===== config.mk =====
export PLATFORM = sky130hd
export DESIGN_NAME = slot_power_seq
export DESIGN_NICKNAME = d
export VERILOG_FILES = /design/src/rtl/slot_power_seq.sv
export SDC_FILE = /design/constraint.sdc
export NUM_CORES = 1
export LEC_CHECK = 0
export BUFFER_PORTS_ARGS = -buffer_cell sky130_fd_sc_hd__buf_2
export CORE_ASPECT_RATIO = 0.8
export CORE_MARGIN = 10
export CORE_UTILIZATION = 62
export DETAILED_ROUTE_END_ITERATION = 10
export PLACE_DENSITY = 0.87
export SETUP_SLACK_MARGIN = 0.4
export SLEW_MARGIN = 20
export SYNTH_ARGS = -nofsm -noshare
export SYNTH_HDL_FRONTEND = slang
export SYNTH_SLANG_ARGS = --single-unit

===== constraint.sdc =====
create_clock -name clk -period 4.1 [get_ports clk]
set_input_delay 0.41 -clock clk [delete_from_list [all_inputs] [get_ports clk]]
set_output_delay 0.41 -clock clk [all_outputs]
set_load 0.005 [all_outputs]

===== src/rtl/slot_power_seq.sv =====
module slot_power_seq #(
  parameter int CLK_HZ        = 100_000_000,
  parameter int GOOD_DELAY_US = 10_000,
  parameter int MIN_RST_US    = 100
) (
  input  logic       clk,
  input  logic       rst_n,
  input  logic       aux_in_ok,
  input  logic       main_hi_in_ok,
  input  logic       main_lo_in_ok,
  input  logic       aux_out_ok,
  input  logic       main_hi_out_ok,
  input  logic       main_lo_out_ok,
  input  logic       card_a_n,
  input  logic       card_b_n,
  input  logic       shdn_n,
  input  logic       stby_n,
  input  logic       host_rst_n,
  input  logic       refclk_en_pin,
  output logic       aux_sw_en,
  output logic       main_hi_sw_en,
  output logic       main_lo_sw_en,
  output logic       aux_dis_en,
  output logic       main_hi_dis_en,
  output logic       main_lo_dis_en,
  output logic       slot_rst_n,
  output logic       refclk_en_pull_low,
  output logic [2:0] mode
);
  localparam longint GOOD_L   = (64'(CLK_HZ) * 64'(GOOD_DELAY_US)) / 64'd1_000_000;
  localparam longint MINR_L   = (64'(CLK_HZ) * 64'(MIN_RST_US)) / 64'd1_000_000;
  localparam int     GOOD_CYC = (GOOD_L < 2) ? 2 : int'(GOOD_L);
  localparam int     MIN_CYC  = (MINR_L < 1) ? 1 : int'(MINR_L);
  localparam int     GW       = $clog2(GOOD_CYC + 1);
  localparam int     MW       = $clog2(MIN_CYC + 1);
  localparam int     NPIN     = 12;

  localparam logic [2:0] M_OFF  = 3'd0;
  localparam logic [2:0] M_SHDN = 3'd1;
  localparam logic [2:0] M_IDLE = 3'd2;
  localparam logic [2:0] M_STBY = 3'd3;
  localparam logic [2:0] M_ACT  = 3'd4;

  logic [NPIN-1:0] sync1, sync2;
  always_ff @(posedge clk) begin
    if (!rst_n) begin
      sync1 <= '0;
      sync2 <= '0;
    end else begin
      sync1 <= {refclk_en_pin, host_rst_n, stby_n, shdn_n, card_b_n, card_a_n,
                main_lo_out_ok, main_hi_out_ok, aux_out_ok,
                main_lo_in_ok, main_hi_in_ok, aux_in_ok};
      sync2 <= sync1;
    end
  end

  logic aux_s, mains_s, outs_s, card_s, shdn_s, stby_s, host_s, refclk_s;
  assign aux_s    = sync2[0];
  assign mains_s  = sync2[1] & sync2[2];
  assign outs_s   = &sync2[5:3];
  assign card_s   = ~(sync2[6] & sync2[7]);
  assign shdn_s   = sync2[8];
  assign stby_s   = sync2[9];
  assign host_s   = sync2[10];
  assign refclk_s = sync2[11];

  logic [2:0] mode_q, base_q, mode_d, base_d;
  always_comb begin
    base_d = base_q;
    mode_d = M_SHDN;
    if (!aux_s) begin
      base_d = M_OFF;
      mode_d = M_OFF;
    end else if (shdn_s) begin
      if (!card_s)                              base_d = M_IDLE;
      else if (mains_s && stby_s)               base_d = M_ACT;
      else if (base_q == M_ACT || base_q == M_STBY) base_d = M_STBY;
      else                                      base_d = M_IDLE;
      mode_d = base_d;
    end
  end

  always_ff @(posedge clk) begin
    if (!rst_n) begin
      mode_q <= M_OFF;
      base_q <= M_OFF;
    end else begin
      mode_q <= mode_d;
      base_q <= base_d;
    end
  end

  assign mode           = mode_q;
  assign aux_sw_en      = (mode_q == M_ACT) || (mode_q == M_STBY);
  assign main_hi_sw_en  = (mode_q == M_ACT);
  assign main_lo_sw_en  = (mode_q == M_ACT);
  assign aux_dis_en     = (mode_q == M_SHDN) || (mode_q == M_IDLE);
  assign main_hi_dis_en = aux_dis_en;
  assign main_lo_dis_en = aux_dis_en;

  logic pwr_good;
  assign pwr_good           = (mode_q == M_ACT) && outs_s;
  assign refclk_en_pull_low = ~pwr_good;

  logic [GW-1:0] good_cnt;
  logic [MW-1:0] low_cnt;
  logic          rst_q, release_ok;

  assign release_ok = pwr_good && (good_cnt == GW'(GOOD_CYC)) && host_s && refclk_s;

  always_ff @(posedge clk) begin
    if (!rst_n) begin
      good_cnt <= '0;
      low_cnt  <= '0;
      rst_q    <= 1'b0;
    end else begin
      if (!pwr_good)                       good_cnt <= '0;
      else if (good_cnt != GW'(GOOD_CYC))  good_cnt <= good_cnt + 1'b1;
      if (rst_q)                           low_cnt <= '0;
      else if (low_cnt != MW'(MIN_CYC))    low_cnt <= low_cnt + 1'b1;
      if (!release_ok)                     rst_q <= 1'b0;
      else if (low_cnt == MW'(MIN_CYC))    rst_q <= 1'b1;
    end
  end
  assign slot_rst_n = rst_q;

  AST_AUX_LOSS_FLOAT: assert property (@(posedge clk) disable iff (!rst_n)
    !aux_s |=> !(aux_sw_en | main_hi_sw_en | main_lo_sw_en | aux_dis_en | main_hi_dis_en | main_lo_dis_en));
  AST_SHDN_DISCHARGE: assert property (@(posedge clk) disable iff (!rst_n)
    (aux_s && !shdn_s) |=> (aux_dis_en && main_hi_dis_en && main_lo_dis_en && !aux_sw_en && !main_hi_sw_en && !main_lo_sw_en));
  AST_STBY_ONLY_FROM_POWERED: assert property (@(posedge clk) disable iff (!rst_n)
    (mode_q == M_STBY) |-> $past(mode_q == M_ACT || mode_q == M_STBY || mode_q == M_SHDN));
  AST_HOST_RST_FAST: assert property (@(posedge clk) disable iff (!rst_n)
    !host_s |=> !slot_rst_n);
  AST_RELEASE_ONLY_ACTIVE: assert property (@(posedge clk) disable iff (!rst_n)
    slot_rst_n |-> $past(mode_q == M_ACT));
  AST_PIN_HOLD_RESET: assert property (@(posedge clk) disable iff (!rst_n)
    !refclk_s |=> !slot_rst_n);
endmodule


==> reports/qor.csv, run 1 <==
metric,value,unit
status,"finished, final reports clean",
final-max-slew-violation-count,0,
syn_inst,280,
hold_buffers,0,
synth-xor-area-share,0.0740,
synthMuxAreaShare,0.00769,
wirelength,5.04,mm
antenna_cells,0,
numCtsBuffers,9,
ys_types,39,
h-tree-depth,3,
drive_gt1_frac,0.153,
crit_fanout,20,
firstDrtPassIters,4,
synthAdderAreaFrac,0.0192,
cp-end-kind,register,
skew,0.00645,ns
period_share,0.577,
switching_share,0.247,
timing.rr.end,good_cnt[17]$_SDFFE_PN0P_,
yosys_warnings,0,
antenna_found_initial,0,
clk_pin_slew,0.08,ns
synth_compound_area_frac,0.0668,
grt_pass1_vias,1866,
post_drt_via_cell_ratio,5.58,
required,4.40,ns
final_nets,321,
p_leak,1.09,nW
critPathArrivalTime,2.66,ns
post-route-min-period,2.37,ns
holdCritPathClass,in2reg,
vias,2025,
avgSynthCellArea,9.29,um2
fmax,423,MHz
r2r-start,mode[2]$_SDFF_PN0_,
synth_top_family_by_area,simple AND/OR/NAND/NOR gates,
rrSetupSlack,1.73,ns
synth_top_area_share,0.500,
min_to,sync1[2]$_SDFF_PN0_,
fin_tns_setup,0,ns
rsz0062_at_grt,no,
final_cell_mix,"65 x dfxtp_1, 28 x nor2_1, 25 x and2_1",
irDropWorstVdd,0.351,mV
gp_congestion,0.856,
worstHoldStart,main_lo_in_ok,
async_reset_ff_frac,0,
finalSetupViolCount,0,
synth_ff_type,dfxtp_1,
slew_headroom,0.481,
cts_max_path_buffers,2,
die_y,78.0,um
grt_max_degree,30,
syn2layout_area_growth,12.2,%
yosys.area_share.simple,0.299,
whs_path_depth,2,
clk_latency,0.35,ns
ant_nets,0,
die_x,92.4,um
numPortBuffers,24,
dr.first_iter.drc_count,143,
ys_ff_latch,65,
synth_area_leader_cell,dfxtp_1,
cts.sinks,65,
hold_slack,0.252,ns
synthesis.area,2600,um2
cts_setup_buffers,0,
mostFrequentLayoutCell,dfxtp_1,
internal_power,0.889,mW
reg2regPathDepth,4,
hold_violations,0,
core,3930,um2
combPwrFrac,0.025,
globalRouteOverflowTotal,0,
power_switching,0.292,mW
crit_type,reg2reg,
pwr-share-clk,0.423,
synth_fp_nets,298,
placementRows,20,
start_util,0.662,
place_hpwl,3.52,mm
cts_root_buf,clkbuf_8,
ios,25,
track_usage,0.146,
pwr-share-seq,0.552,
yosys-top-cells-area,"dfxtp_1 50%, and2_1 6.0%, nor2_1 4.0%",
drc,0,
maxCapViolations,0,
die_area,7210,um2
worst_slew_pin_slew,0.777,ns
ys_seq_area_frac,0.500,
critical_path.startpoint_type,register,
grt_pass1_wl,8.43,mm
drt-wirelength-per-cell,13.9,um
cts_resized,0,
powerDensity,404,nW/um2
cts_tree,yes,
synth_edf_count,0,
==> how the worst max path moves through the flow <==
stage                                         from                         to  slack [ns]  depth (start not counted)
after floorplan           good_cnt[7]$_SDFFE_PN0P_  good_cnt[19]$_SDFFE_PN0P_        2.46                          4
after global placement          mode[2]$_SDFF_PN0_  good_cnt[17]$_SDFFE_PN0P_        1.91                          4
after detailed placement        mode[2]$_SDFF_PN0_  good_cnt[17]$_SDFFE_PN0P_        1.77                          4
final                           mode[2]$_SDFF_PN0_  good_cnt[17]$_SDFFE_PN0P_        1.73                          4
after CTS                       mode[2]$_SDFF_PN0_  good_cnt[17]$_SDFFE_PN0P_        1.74                          4
after global routing            mode[2]$_SDFF_PN0_  good_cnt[17]$_SDFFE_PN0P_        1.52                          4
==> worst max-delay path, cell delays in order (launching register included) <==
cell and delay [ns]:
dfxtp_1 0.37, nor3b_1 0.48, nand3_1 0.69, or4_1 0.70, nand2_1 0.07
==> Yosys cell counts, types with 3 or more instances <==
cell type and count:
xor2_1 12, xnor2_1 10, buf_4 3, ha_1 4
nand3_1 14, nor3_1 5, a211oi_1 3, nor4_1 7
nand4_1 10, o21ai_0 5, a21oi_1 11, clkbuf_1 9
dfxtp_1 65, nor2_1 28, nor3b_1 3, and2_1 25
inv_1 8, and4_1 3, nand2_1 19, or3_1 4
and3_1 6
==> registers in the layout (all words and copies together), names as in the netlist <==
| register | count |
|---|---|
| sync1 | 12 |
| mode | 3 |
| low_cnt | 14 |
| base_q | 3 |
| sync2 | 12 |
| good_cnt | 20 |
| slot_rst_n | 1 |
==> power groups by stage <==
stage / Clock, mW / Sequential (mW) / Combinational (mW)
after floorplan: 0 / 0.664 / 0.0203
after global placement: 0 / 0.665 / 0.0284
after detailed placement: 0 / 0.666 / 0.0296
after CTS: 0.509 / 0.652 / 0.0300
after global routing: 0.541 / 0.653 / 0.0339
final: 0.500 / 0.652 / 0.0296
==> logic make-up after synthesis <==
kind of cell | count (synthesis)
simple gates | 139
mux | 2
xor+xnor | 22
flops | 65
buf+inv | 20
fa+ha+maj | 4
compound gates | 28
==> routing by layer <==
metal  wire, um  vias up  track usage
met5          0        -            0
met1       2280      948        0.168
met2       2350       43        0.227
met3        316       13       0.0712
met4         95        0       0.0631
li1           -     1021            -
==> area by class of cell <==
type | instances | area, um2
Multi-Input combinational cell | 195 | 1210
Sequential cell | 65 | 1300
Clock inverter | 7 | 61.3
Clock buffer | 9 | 124
Fill cell | 294 | 1010
Inverter | 8 | 30.0
Timing Repair Buffer | 24 | 120
Tap cell | 55 | 68.8
==> stage by stage <==
stage / setup WS, ns / std cells / total power, mW / cell area [um2] / utilization
3_5_place_dp: 1.77 / 347 / 0.696 / 2740 / 0.696
6_report: 1.73 / 363 / 1.18 / 2920 / 0.743
4_1_cts: 1.74 / 363 / 1.19 / 2920 / 0.743
2_1_floorplan: 2.46 / 280 / 0.685 / 2600 / -
5_1_grt: 1.52 / 363 / 1.23 / 2920 / 0.743
3_3_place_gp: 1.91 / 347 / 0.694 / 2740 / 0.696
No activity file was read; power rests on OpenSTA's default activity.
==> run 2: changes to the inputs <==
Settings changed: CORE_UTILIZATION 62 to 52, PLACE_DENSITY 0.87 to 0.78.
Clock period 4.1 ns to 1.95 ns, I/O delays scaled along.
==> reports/qor.csv, run 2 (synthesis results as in run 1) <==
metric,value,unit
status,"finished, final reports clean",
irDropWorstVdd,0.623,mV
maxCapViolations,0,
crit_type,reg2reg,
p_leak,1.23,nW
grt_pass1_vias,1962,
period_share,0.804,
numPortBuffers,24,
drive_gt1_frac,0.300,
fmax,638,MHz
critical_path.startpoint_type,register,
multiInputGateArea,1320,um2
die_area,8250,um2
ios,25,
seq_area,1340,um2
hold_buffers,0,
start_util,0.553,
skew,0.00707,ns
cts.sinks,65,
drc,0,
antenna_found_initial,0,
holdCritPathClass,in2reg,
reg2regPathDepth,4,
ant_nets,0,
drt-wirelength-per-cell,13.9,um
worst_slew_pin_slew,0.425,ns
place_hpwl,3.36,mm
h-tree-depth,3,
globalRouteOverflowTotal,0,
regMostFlops,good_cnt,
placementRows,22,
setup_ws,0.381,ns
whs_path_depth,2,
grt_max_degree,30,
powerDensity,805,nW/um2
r2r-start,good_cnt[2]$_SDFFE_PN0P_,
cts_max_path_buffers,2,
critPathArrivalTime,1.86,ns
required,2.24,ns
syn2layout_area_growth,24.5,%
track_usage,0.128,
cts_tree,yes,
cts_root_buf,clkbuf_8,
finalSetupViolCount,0,
post_drt_via_cell_ratio,5.36,
final_cell_mix,"50 x dfxtp_1, 28 x nor2_1, 25 x and2_1",
cp-end-kind,register,
die_y,83.3,um
critical_path.startpoint,good_cnt[2]$_SDFFE_PN0P_,
worstHoldStart,card_b_n,
vias,2076,
clk_pin_slew,0.08,ns
largest_reg_flops,20,
numCtsBuffers,9,
fin_tns_setup,0,ns
antenna_cells,0,
grt_pass1_wl,8.76,mm
top_regs,"good_cnt: 20 flops, low_cnt: 14 flops",
mostFrequentLayoutCell,dfxtp_1,
firstDrtPassIters,4,
slew_headroom,0.714,
gp_congestion,0.906,
final-max-slew-violation-count,0,
final_nets,340,
wirelength,5.37,mm
nFillCells,353,
core,4710,um2
die_x,99.1,um
hold_violations,0,
dp_slack,0.308,ns
post-route-min-period,1.57,ns
crit_fanout,4,
rsz0062_at_grt,yes,
clk_latency,0.34,ns
dr.first_iter.drc_count,108,
==> run 2: final cells by class <==
type                            instances  area share
Sequential cell                        65       0.414
Multi-Input combinational cell        195       0.406
Timing Repair Buffer                   43      0.0823
Clock buffer                            9      0.0382
Clock inverter                          7      0.0263
Tap cell                               60      0.0232
Inverter                                8     0.00927
==> run 2: through the flow <==
step	instance area, um2	utilization	hold WS [ns]	instances	power (mW)
floorplan	2620	-	0.322	280	1.44
global placement	2790	0.594	0.399	357	1.46
detailed placement	2790	0.594	0.405	357	1.46
CTS	3090	0.657	0.0299	380	2.64
global route	3240	0.688	0.0353	387	2.72
finish	3240	0.688	0.0488	387	2.61
==> run 2: final timing paths <==
kind | to | slack (ns)
min reg2reg | sync2[11]$_SDFF_PN0_ | 0.43
max reg2reg | good_cnt[17]$_SDFFE_PN0P_ | 0.38
max | good_cnt[17]$_SDFFE_PN0P_ | 0.38
min | sync1[7]$_SDFF_PN0_ | 0.05
==> run 2: critical path, cell delays in order (launching register included) <==
cell and delay (ns):
dfxtp_4 0.38, nand4_4 0.12, or4_4 0.54, or4_1 0.40, nand2_1 0.07
==> run 2: power by group <==
part | switching, mW | internal, mW | total [mW]
combinational | 0.0312 | 0.0343 | 0.0655
sequential | 0.0143 | 1.34 | 1.36
clock | 0.568 | 0.616 | 1.18
==> run 2: what timing repair did <==
action / 4_1_cts / 5_1_grt
pin swaps: 4 / 11
setup buffers: 7 / 7
gates cloned: 0 / 0
resized for setup: 13 / 26
setup endpoints to repair: 6 / 16
==> run 2: metal layers <==
metal / GRT usage / part of all wire
met2: 0.188 / 0.48
met4: 0.0763 / 0.020
met1: 0.154 / 0.47
met3: 0.0488 / 0.033
met5: 0 / 0
